==> src/rtl/dcb_pkg.sv <==
package dcb_pkg;
  localparam int unsigned DCB_NUM_CH  = 2;
  localparam int unsigned DCB_DATA_W  = 24;
  localparam int unsigned DCB_GUARD_W = 8;
  localparam int unsigned DCB_CODE_W  = 4;
endpackage

==> src/rtl/dcb_sat.sv <==
module dcb_sat #(
  parameter int unsigned IN_W  = 34,
  parameter int unsigned OUT_W = 24
) (
  input  logic signed [IN_W-1:0]  d_i,
  output logic signed [OUT_W-1:0] q_o
);
  if (IN_W > OUT_W) begin : g_clip
    logic in_range;
    assign in_range = (&d_i[IN_W-1:OUT_W-1]) | ~(|d_i[IN_W-1:OUT_W-1]);
    assign q_o = in_range ? d_i[OUT_W-1:0]
                          : {d_i[IN_W-1], {(OUT_W-1){~d_i[IN_W-1]}}};
  end else begin : g_ext
    assign q_o = OUT_W'(d_i);
  end
endmodule

==> src/rtl/dcb_shift.sv <==
module dcb_shift #(
  parameter int unsigned ACC_W  = 34,
  parameter int unsigned CODE_W = 4
) (
  input  logic signed [ACC_W-1:0] y_i,
  input  logic [CODE_W-1:0]       code_i,
  output logic signed [ACC_W-1:0] y_o
);
  localparam int unsigned NUM_SEL = 2 ** CODE_W;

  logic signed [ACC_W-1:0] cand [NUM_SEL];

  // code k scales by 2^-(k+1); entry 0 unused by the enabled path
  for (genvar k = 0; k < NUM_SEL; k++) begin : g_sh
    assign cand[k] = y_i >>> (k + 1);
  end

  assign y_o = cand[code_i];
endmodule

==> src/rtl/dcb_datapath.sv <==
module dcb_datapath #(
  parameter int unsigned DATA_W  = 24,
  parameter int unsigned GUARD_W = 8,
  parameter int unsigned CODE_W  = 4,
  localparam int unsigned ACC_W  = DATA_W + GUARD_W + 2
) (
  input  logic signed [DATA_W-1:0] x_i,
  input  logic signed [DATA_W-1:0] xp_i,
  input  logic signed [ACC_W-1:0]  y_i,
  input  logic [CODE_W-1:0]        code_i,
  output logic signed [ACC_W-1:0]  y_o,
  output logic signed [DATA_W-1:0] d_o
);
  localparam int unsigned SUM_W = ACC_W + 2;
  localparam int unsigned Q_W   = ACC_W + 1 - GUARD_W;
  localparam logic signed [ACC_W:0] RND_HALF =
    {{(ACC_W+1-GUARD_W){1'b0}}, 1'b1, {(GUARD_W-1){1'b0}}};

  logic signed [DATA_W:0]  x_ext, xp_ext, diff;
  logic signed [SUM_W-1:0] diff_w, diff_sh, y_w, shr_w, sum_w;
  logic signed [ACC_W-1:0] y_shr;
  logic signed [ACC_W:0]   y_n_w, rnd_w;
  logic signed [Q_W-1:0]   q_full;

  dcb_shift #(.ACC_W(ACC_W), .CODE_W(CODE_W)) i_shift (
    .y_i    (y_i),
    .code_i (code_i),
    .y_o    (y_shr)
  );

  assign x_ext   = x_i;
  assign xp_ext  = xp_i;
  assign diff    = x_ext - xp_ext;
  assign diff_w  = diff;
  assign diff_sh = diff_w <<< GUARD_W;
  assign y_w     = y_i;
  assign shr_w   = y_shr;
  assign sum_w   = y_w + diff_sh - shr_w;

  dcb_sat #(.IN_W(SUM_W), .OUT_W(ACC_W)) i_sat_acc (
    .d_i (sum_w),
    .q_o (y_o)
  );

  assign y_n_w  = y_o;
  assign rnd_w  = y_n_w + RND_HALF;
  assign q_full = rnd_w[ACC_W:GUARD_W];

  dcb_sat #(.IN_W(Q_W), .OUT_W(DATA_W)) i_sat_out (
    .d_i (q_full),
    .q_o (d_o)
  );
endmodule

==> src/rtl/dcb_state_bank.sv <==
module dcb_state_bank #(
  parameter int unsigned NUM_CH = 2,
  parameter int unsigned DATA_W = 24,
  parameter int unsigned ACC_W  = 34,
  localparam int unsigned CH_W  = (NUM_CH > 1) ? $clog2(NUM_CH) : 1
) (
  input  logic                     clk_i,
  input  logic                     rst_ni,
  input  logic [NUM_CH-1:0]        clr_i,
  input  logic                     wr_en_i,
  input  logic [CH_W-1:0]          ch_i,
  input  logic signed [DATA_W-1:0] xp_wr_i,
  input  logic signed [ACC_W-1:0]  y_wr_i,
  output logic signed [DATA_W-1:0] xp_rd_o,
  output logic signed [ACC_W-1:0]  y_rd_o
);
  logic signed [DATA_W-1:0] xp_q [NUM_CH];
  logic signed [ACC_W-1:0]  y_q  [NUM_CH];

  for (genvar c = 0; c < NUM_CH; c++) begin : g_ch
    always_ff @(posedge clk_i or negedge rst_ni) begin
      if (!rst_ni) begin
        xp_q[c] <= '0;
        y_q[c]  <= '0;
      end else if (clr_i[c]) begin
        xp_q[c] <= '0;
        y_q[c]  <= '0;
      end else if (wr_en_i && (ch_i == CH_W'(c))) begin
        xp_q[c] <= xp_wr_i;
        y_q[c]  <= y_wr_i;
      end
    end
  end

  assign xp_rd_o = xp_q[ch_i];
  assign y_rd_o  = y_q[ch_i];
endmodule

==> src/rtl/dcb_filter.sv <==
module dcb_filter
  import dcb_pkg::*;
#(
  parameter int unsigned NUM_CH  = DCB_NUM_CH,
  parameter int unsigned DATA_W  = DCB_DATA_W,
  parameter int unsigned GUARD_W = DCB_GUARD_W,
  parameter int unsigned CODE_W  = DCB_CODE_W,
  localparam int unsigned CH_W   = (NUM_CH > 1) ? $clog2(NUM_CH) : 1,
  localparam int unsigned ACC_W  = DATA_W + GUARD_W + 2
) (
  input  logic              clk_i,
  input  logic              rst_ni,
  input  logic [CODE_W-1:0] code_i,
  input  logic [NUM_CH-1:0] ch_bypass_i,
  input  logic              valid_i,
  input  logic [CH_W-1:0]   ch_i,
  input  logic [DATA_W-1:0] data_i,
  output logic              valid_o,
  output logic [CH_W-1:0]   ch_o,
  output logic [DATA_W-1:0] data_o
);
  logic [NUM_CH-1:0]        ch_on;
  logic                     sel_on;
  logic signed [DATA_W-1:0] x_s, xp_rd, filt_d;
  logic signed [ACC_W-1:0]  y_rd, y_nxt;

  assign ch_on  = (code_i != '0) ? ~ch_bypass_i : '0;
  assign sel_on = ch_on[ch_i];
  assign x_s    = data_i;

  dcb_state_bank #(.NUM_CH(NUM_CH), .DATA_W(DATA_W), .ACC_W(ACC_W)) i_bank (
    .clk_i   (clk_i),
    .rst_ni  (rst_ni),
    .clr_i   (~ch_on),
    .wr_en_i (valid_i & sel_on),
    .ch_i    (ch_i),
    .xp_wr_i (x_s),
    .y_wr_i  (y_nxt),
    .xp_rd_o (xp_rd),
    .y_rd_o  (y_rd)
  );

  dcb_datapath #(.DATA_W(DATA_W), .GUARD_W(GUARD_W), .CODE_W(CODE_W)) i_dp (
    .x_i    (x_s),
    .xp_i   (xp_rd),
    .y_i    (y_rd),
    .code_i (code_i),
    .y_o    (y_nxt),
    .d_o    (filt_d)
  );

  always_ff @(posedge clk_i or negedge rst_ni) begin
    if (!rst_ni) begin
      valid_o <= 1'b0;
      ch_o    <= '0;
      data_o  <= '0;
    end else begin
      valid_o <= valid_i;
      if (valid_i) begin
        ch_o   <= ch_i;
        data_o <= sel_on ? filt_d : data_i;
      end
    end
  end
endmodule

==> config.mk <==
export PLATFORM = sky130hd
export DESIGN_NAME = dcb_filter
export DESIGN_NICKNAME = d
export VERILOG_FILES = /design/src/rtl/dcb_pkg.sv /design/src/rtl/dcb_sat.sv /design/src/rtl/dcb_shift.sv /design/src/rtl/dcb_datapath.sv /design/src/rtl/dcb_state_bank.sv /design/src/rtl/dcb_filter.sv
export SDC_FILE = /design/constraint.sdc
export NUM_CORES = 1
export LEC_CHECK = 0
export BUFFER_PORTS_ARGS = -buffer_cell sky130_fd_sc_hd__buf_2
export CAP_MARGIN = 15
export CORE_MARGIN = 3
export CORE_UTILIZATION = 25
export DETAILED_ROUTE_END_ITERATION = 8
export HOLD_SLACK_MARGIN = 0.12
export PLACE_DENSITY = 0.45
export SLEW_MARGIN = 20
export SYNTH_ARGS = -nofsm -noshare
export SYNTH_HDL_FRONTEND = slang
export SYNTH_SLANG_ARGS = --single-unit
==> constraint.sdc <==
create_clock -name clk_i -period 10.25 [get_ports clk_i]
set_input_delay 3.075 -clock clk_i [delete_from_list [all_inputs] [get_ports clk_i]]
set_output_delay 3.075 -clock clk_i [all_outputs]
set_load 0.05 [all_outputs]
==> flow_metrics.py, run 1 <==
metrics = {
    "sta": {
        "finalCritPeriodShare": 1.01,
        "whs_ns": 0.480,
        "maxSlewViolCount": 0,
        "post-route-min-period_ns": 10.36,
        "slew_headroom": 0.387,
        "worst_slew_pin_slew_ns": 0.915,
        "worst_slack_ns": -0.107,
        "max_freq_ghz": 0.0966,
        "rsz0062_at_grt": "yes",
        "setup_viol": 19,
        "clock_skew_ns": 0.0167,
        "hold_viol": 0,
    },
    "place": {
        "gp_congestion": 0.891,
        "detailed_place.area_sq_um": 16200,
        "dp.cells": 2460,
        "dp_hpwl_microns": 39300,
        "port_buffers": 59,
    },
    "clock_tree": {
        "clock_latency_ns": 0.45,
        "htreeDepth": 4,
        "clockRootBuffer": "clkbuf_16",
        "clk_pin_slew_ns": 0.07,
        "max-clock-path-buffers": 2,
        "tritoncts": "done",
        "cts.sinks": 142,
        "cts_made_buffers": 17,
        "postCtsHoldBufs": 0,
    },
    "cells_and_area": {
        "layout-drive-gt1-share": 0.317,
        "multiInputGateArea_sq_um": 8950,
        "postLayoutCellArea_sq_um": 17300,
        "stdcell_count": 2510,
        "num-nets-final": 1952,
        "syn_to_final_growth_pct": 34.6,
        "seqCellArea_sq_um": 3550,
        "fill_cells": 5265,
        "antenna_cells": 0,
    },
    "critical_path": {
        "arrival_ns": 10.69,
        "cp-start-kind": "input port",
        "crit_path_end_kind": "register",
        "crit_top_cell": "o21ai_2",
        "cp_num_buf_inv": 7,
        "required_ns": 10.58,
        "crit_path_max_incr_delay_ns": 0.53,
        "cp_max_fo": 5,
        "crit_family": "compound AO/OA/AOI/OAI gates",
        "slowest_stage": "fa_1",
        "worstSetupPathType": "input port to register",
    },
    "global_route": {
        "grt_max_degree": 77,
        "grt_overflow": 0,
        "grt_pass1_wl_microns": 75800,
        "antenna_found_initial": 0,
        "first_global_vias": 12500,
        "grtUsageTotal": 0.183,
    },
    "route": {
        "dr.pass1.iters": 5,
        "routed-wl-met3_microns": 1530,
        "wl_met1_microns": 23100,
        "post-route-drc-count": 0,
        "wl_per_cell_microns": 19.8,
        "routed.top_layer": "met4",
        "wl_met2_microns": 24200,
        "drtAntennaViolNets": 0,
        "vias": 12700,
        "drtIter0Drc": 863,
        "drt-vias-per-instance": 5.05,
        "wl_microns": 49600,
    },
    "yosys": {
        "ys_seq_elements": 142,
        "synth_flop_cell": "dfrtp_1",
        "synth_most_common_cell": "nand2_1",
        "synth_common_cells": "nand2_1 (164), o21ai_0 (144), dfrtp_1 (142), nor2_1 (125), a21oi_1 (95)",
        "yosysSeqAreaShare": 0.277,
        "postSynthCellCount": 1484,
        "yosys.area.top_type": "dfrtp_1",
        "synth_edf_count": 0,
        "synthArstFlopShare": 1.00,
        "synthesis.area_sq_um": 12800,
        "postSynthAreaPerCell_sq_um": 8.64,
        "netlist.area_leader.share": 0.277,
        "yosys-top-cells-area": "dfrtp_1 (28%), mux2i_1 (6.7%), ha_1 (6.4%), o21ai_0 (5.6%), nand2_1 (4.8%)",
        "yosysWarnings": 0,
        "syn_nets": 1611,
        "synth.distinct_cells": 93,
    },
    "run": {
        "maxCapViolCount": 0,
    },
    "die": {
        "core_sq_um": 50400,
        "num_io_pins": 60,
        "rows": 82,
        "die_h_microns": 232,
        "die_w_microns": 232,
        "die_area_sq_um": 54000,
        "initial_core_util": 0.255,
    },
    "hold_path": {
        "min_path_type": "register to register",
    },
    "outcome": {
        "status": "finished, violations left",
        "violations": "setup timing",
    },
}
==> worst reg2reg max path: cells and delay by family, from the launching register on <==
family | cells | cell delay [ns]
buf+inv | 6 | 0.67
simple gates | 4 | 0.93
compound gates | 26 | 4.23
fa+ha+maj | 4 | 1.20
flops | 1 | 0.41
mux | 2 | 0.36
xor+xnor | 1 | 0.08
==> worst paths after layout <==
check / from / end / slack [ns] / cells past startpoint
max: ch_i / data_o[6] / -0.11 / 44
min: i_bank.y_q[40] / i_bank.y_q[40] / 0.48 / 2
max reg2reg: i_bank.xp_q[1] / data_o[6] / 2.27 / 43
min reg2reg: i_bank.y_q[40] / i_bank.y_q[40] / 0.48 / 2
max in group asynchronous: rst_ni / i_bank.xp_q[19] / 6.20 / 2
min in group asynchronous: rst_ni / i_bank.y_q[38] / 2.66 / 1
==> kinds of logic (layout without fill, tap and decap cells) <==
family / Yosys count / count (layout) / share of synthesized area
buffers and inverters: 162 / 516 / 0.0506
muxes: 130 / 130 / 0.115
xor gates and xnor gates: 58 / 58 / 0.0396
adders and majority gates: 94 / 94 / 0.107
DFF: 142 / 142 / 0.277
AOI/OAI and AO/OA: 490 / 490 / 0.267
and+or+nand+nor: 408 / 408 / 0.144
==> area by class of cell <==
type	count	share of cell area
Clock inverter	15	0.0112
Sequential cell	142	0.206
Timing Repair Buffer	404	0.174
Clock buffer	17	0.0246
Multi-Input combinational cell	1180	0.518
Tap cell	672	0.0487
Inverter	80	0.0174
==> sequential cells by signal, summed over array words and instances (netlist names) <==
signal       count
i_bank.y_q      68
i_bank.xp_q     48
data_o          24
ch_o             1
valid_o          1
==> metrics by stage <==
| step | utilization | setup TNS [ns] | setup slack, ns |
|---|---|---|---|
| finish | 0.343 | -1.39 | -0.107 |
| global route | 0.343 | -11.30 | -0.552 |
| CTS | 0.338 | -0.597 | -0.0581 |
| detailed placement | 0.322 | -16.10 | -0.801 |
| global placement | 0.322 | -12.94 | -0.637 |
| floorplan | - | -12.02 | -0.588 |
==> placed cells by master (no fill, tap or decap), drive strengths merged, types with 42 or more instances in the layout <==
cell / instances
a21oi: 98
o211ai: 42
ha: 66
a22o: 64
dfrtp: 142
o21ai: 157
buf: 403
mux2i: 87
inv: 90
nor2: 128
nand2: 165
==> repair_timing <==
action / CTS / global route
buffers inserted: 9 / 8
cloned: 2 / 1
pin swaps: 14 / 32
endpoints found under the setup margin: 23 / 23
gates resized for setup: 25 / 31
==> per-layer routing <==
metal  global-route usage  vias up
li1                     -     6073
met1                0.254     6335
met2                0.309      248
met3               0.0189       29
met4               0.0385        0
met5                    0        -
Power of run 1 is left out: the tool's default activity adds up to more than one toggle a clock period on the data nets, which glitch-free logic cannot reach.
==> run 2: changes to the inputs <==
--- a/config.mk
+++ b/config.mk
@@ -5,6 +5,7 @@
 export SDC_FILE = /design/constraint.sdc
 export NUM_CORES = 1
 export LEC_CHECK = 0
+export ABC_AREA = 1
 export BUFFER_PORTS_ARGS = -buffer_cell sky130_fd_sc_hd__buf_2
 export CAP_MARGIN = 15
 export CORE_MARGIN = 3
==> run 2 against run 1 <==
Net effect: first-iteration DRC count down 7.2%; the run now ends clean; synthesized cell count up 21%; cell count down 0.24%; routed wire length down 14%; design area down 18%; core utilization down 4.9 points; largest cell class unchanged; die area down 3.9%; critical path type unchanged; via count down 7.1%.
==> flow_metrics.py, run 2 <==
metrics = {
    "yosys": {
        "synth_flop_cell": "dfrtp_1",
        "synth.distinct_cells": 43,
        "syn_nets": 1921,
        "yosys.area.top_type": "dfrtp_1",
        "synthesis.area_sq_um": 12300,
        "yosysSeqAreaShare": 0.289,
        "postSynthCellCount": 1794,
        "yosysWarnings": 0,
        "synth_edf_count": 0,
        "synthArstFlopShare": 1.00,
        "yosys-top-cells-area": "dfrtp_1 (29%), nand2_1 (15%), o21ai_0 (9.3%), inv_1 (8.0%), ha_1 (6.7%)",
        "postSynthAreaPerCell_sq_um": 6.86,
        "netlist.area_leader.share": 0.289,
        "synth_most_common_cell": "nand2_1",
        "synth_common_cells": "nand2_1 (476), inv_1 (263), o21ai_0 (229), dfrtp_1 (142), nand3_1 (126)",
        "ys_seq_elements": 142,
    },
    "critical_path": {
        "crit_path_max_incr_delay_ns": 0.78,
        "crit_family": "simple AND/OR/NAND/NOR gates",
        "cp_max_fo": 18,
        "required_ns": 10.57,
        "cp-start-kind": "input port",
        "r2r_cells": 49,
        "worstSetupPathType": "input port to register",
        "slowest_stage": "o21ai_0",
        "crit_top_cell": "nand2_1",
        "cp_num_buf_inv": 5,
        "r2r-end": "data_o[0]",
        "r2r_start": "i_bank.xp_q[1]",
        "r2r_slack_ns": 3.28,
        "arrival_ns": 9.79,
        "crit_path_end_kind": "register",
    },
    "sta": {
        "finalCritPeriodShare": 0.924,
        "worst_slew_pin_slew_ns": 0.979,
        "setup_tns_ns": 0,
        "hold_viol": 0,
        "setup_viol": 0,
        "clock_skew_ns": 0.0117,
        "slew_headroom": 0.348,
        "maxSlewViolCount": 0,
        "post-route-min-period_ns": 9.47,
        "whs_ns": 0.473,
        "max_freq_ghz": 0.106,
    },
    "clock_tree": {
        "clk_pin_slew_ns": 0.06,
        "cts_made_buffers": 17,
        "cts.sinks": 142,
        "clock_latency_ns": 0.44,
        "max-clock-path-buffers": 2,
        "tritoncts": "done",
        "clockRootBuffer": "clkbuf_16",
        "htreeDepth": 4,
    },
    "cells_and_area": {
        "largest_registers": "i_bank.y_q: 68 flops, i_bank.xp_q: 48 flops, data_o: 24 flops",
        "layout-drive-gt1-share": 0.0985,
        "final_cell_mix": "nand2_1 (475), inv_1 (263), o21ai_0 (229)",
        "final_common_cell": "nand2_1",
        "largest_register_ffs": 68,
        "syn_to_final_growth_pct": 14.9,
        "fill_cells": 5399,
        "top_register": "i_bank.y_q",
        "antenna_cells": 0,
        "num-nets-final": 1962,
        "stdcell_count": 2504,
    },
    "hold_path": {
        "hold_path_depth": 2,
        "min_path_type": "register to register",
        "min_to": "ch_o",
        "min_from": "ch_o",
    },
    "die": {
        "die_w_microns": 228,
        "die_h_microns": 228,
        "num_io_pins": 60,
        "rows": 80,
        "die_area_sq_um": 51900,
        "initial_core_util": 0.256,
        "core_sq_um": 48100,
    },
    "place": {
        "dp_hpwl_microns": 32500,
        "gp_congestion": 0.884,
        "dp.cells": 2470,
        "port_buffers": 59,
    },
    "route": {
        "wl_microns": 42500,
        "drtIter0Drc": 801,
        "post-route-drc-count": 0,
        "drtAntennaViolNets": 0,
        "dr.pass1.iters": 6,
        "wl_per_cell_microns": 17.0,
        "vias": 11800,
        "drt-vias-per-instance": 4.71,
    },
    "global_route": {
        "grt_overflow": 0,
        "top_usage_layer": "met2",
        "grt_pass1_wl_microns": 67400,
        "grtUsageTotal": 0.163,
        "grt_use_met1": 0.228,
        "met2_usage": 0.266,
        "met3_usage": 0.0252,
        "first_global_vias": 11600,
        "grt_max_degree": 93,
        "antenna_found_initial": 0,
    },
    "run": {
        "maxCapViolCount": 0,
    },
    "outcome": {
        "status": "completed",
    },
}
-- run 2: changes by cell type after synthesis, moves of 17 or more --
cell	delta
o211ai_1	-22
mux2i_1	-57
o21ai_0	+85
a22o_1	-64
nand2_1	+312
mux2_2	-34
a21oi_1	-33
nand2_2	+18
or3_1	-17
nor2_1	-51
nand3_1	+108
o22ai_1	+54
inv_1	+185
-- run 2: worst max path at each step --
stage | from | to | slack (ns) | cells after the start
2_1_floorplan | ch_i | data_o[10] | 0.009 | 51
3_3_place_gp | ch_i | data_o[12] | 0.10 | 46
3_5_place_dp | ch_i | data_o[21] | -0.02 | 52
4_1_cts | ch_i | data_o[0] | 0.42 | 53
5_1_grt | ch_i | data_o[1] | -0.01 | 53
6_report | code_i[0] | data_o[0] | 0.78 | 37
-- run 2: final cells by class --
| cell class | count | area, sq um | share of cell area |
|---|---|---|---|
| multi-input cells | 1302 | 7460 | 0.528 |
| repair buffers | 105 | 682 | 0.0482 |
| well taps | 656 | 821 | 0.0581 |
| clock buffers | 17 | 425 | 0.0301 |
| inverters | 267 | 1000 | 0.0709 |
| clock inverters | 15 | 189 | 0.0134 |
| flip-flops and latches | 142 | 3550 | 0.251 |
-- run 2: worst reg2reg max path: cells and delay by family (launching register included) --
kind | cells | cell delay (ns)
buffers and inverters | 6 | 0.68
xor gates and xnor gates | 1 | 0.30
AOI/OAI and AO/OA | 14 | 2.28
adders and majority gates | 3 | 1.04
DFF | 1 | 0.32
and+or+nand+nor | 25 | 2.28
-- run 2: per-layer routing --
layer  up-vias  part of all wire
li1       5881                 -
met1      5631              0.48
met2       233              0.46
met3        41             0.038
met4         0             0.021
met5         -                 0
-- run 2: metrics by stage --
| stage | util | setup slack [ns] | instance area [sq um] |
|---|---|---|---|
| 3_3_place_gp | 0.279 | 0.105 | 13400 |
| 2_1_floorplan | - | 0.00929 | 12300 |
| 4_1_cts | 0.292 | 0.416 | 14100 |
| 6_report | 0.294 | 0.783 | 14100 |
| 3_5_place_dp | 0.279 | -0.0241 | 13400 |
| 5_1_grt | 0.294 | -0.0113 | 14100 |
-- run 2: logic make-up (layout without fill, tap and decap cells) --
group / Yosys count / after routing / share of synthesized area
simple gates: 721 / 721 / 0.244
compound gates: 390 / 390 / 0.172
buf+inv: 350 / 404 / 0.112
flops: 142 / 142 / 0.289
fa+ha+maj: 93 / 93 / 0.111
xor+xnor: 69 / 69 / 0.0491
mux: 29 / 29 / 0.0236
-- run 2: repair_timing --
item	4_1_cts	5_1_grt
hold buffers	0	0
setup buffers	0	1
setup endpoints to repair	0	24
gates resized for setup	0	15
Power of run 2 is left out for the same reason.
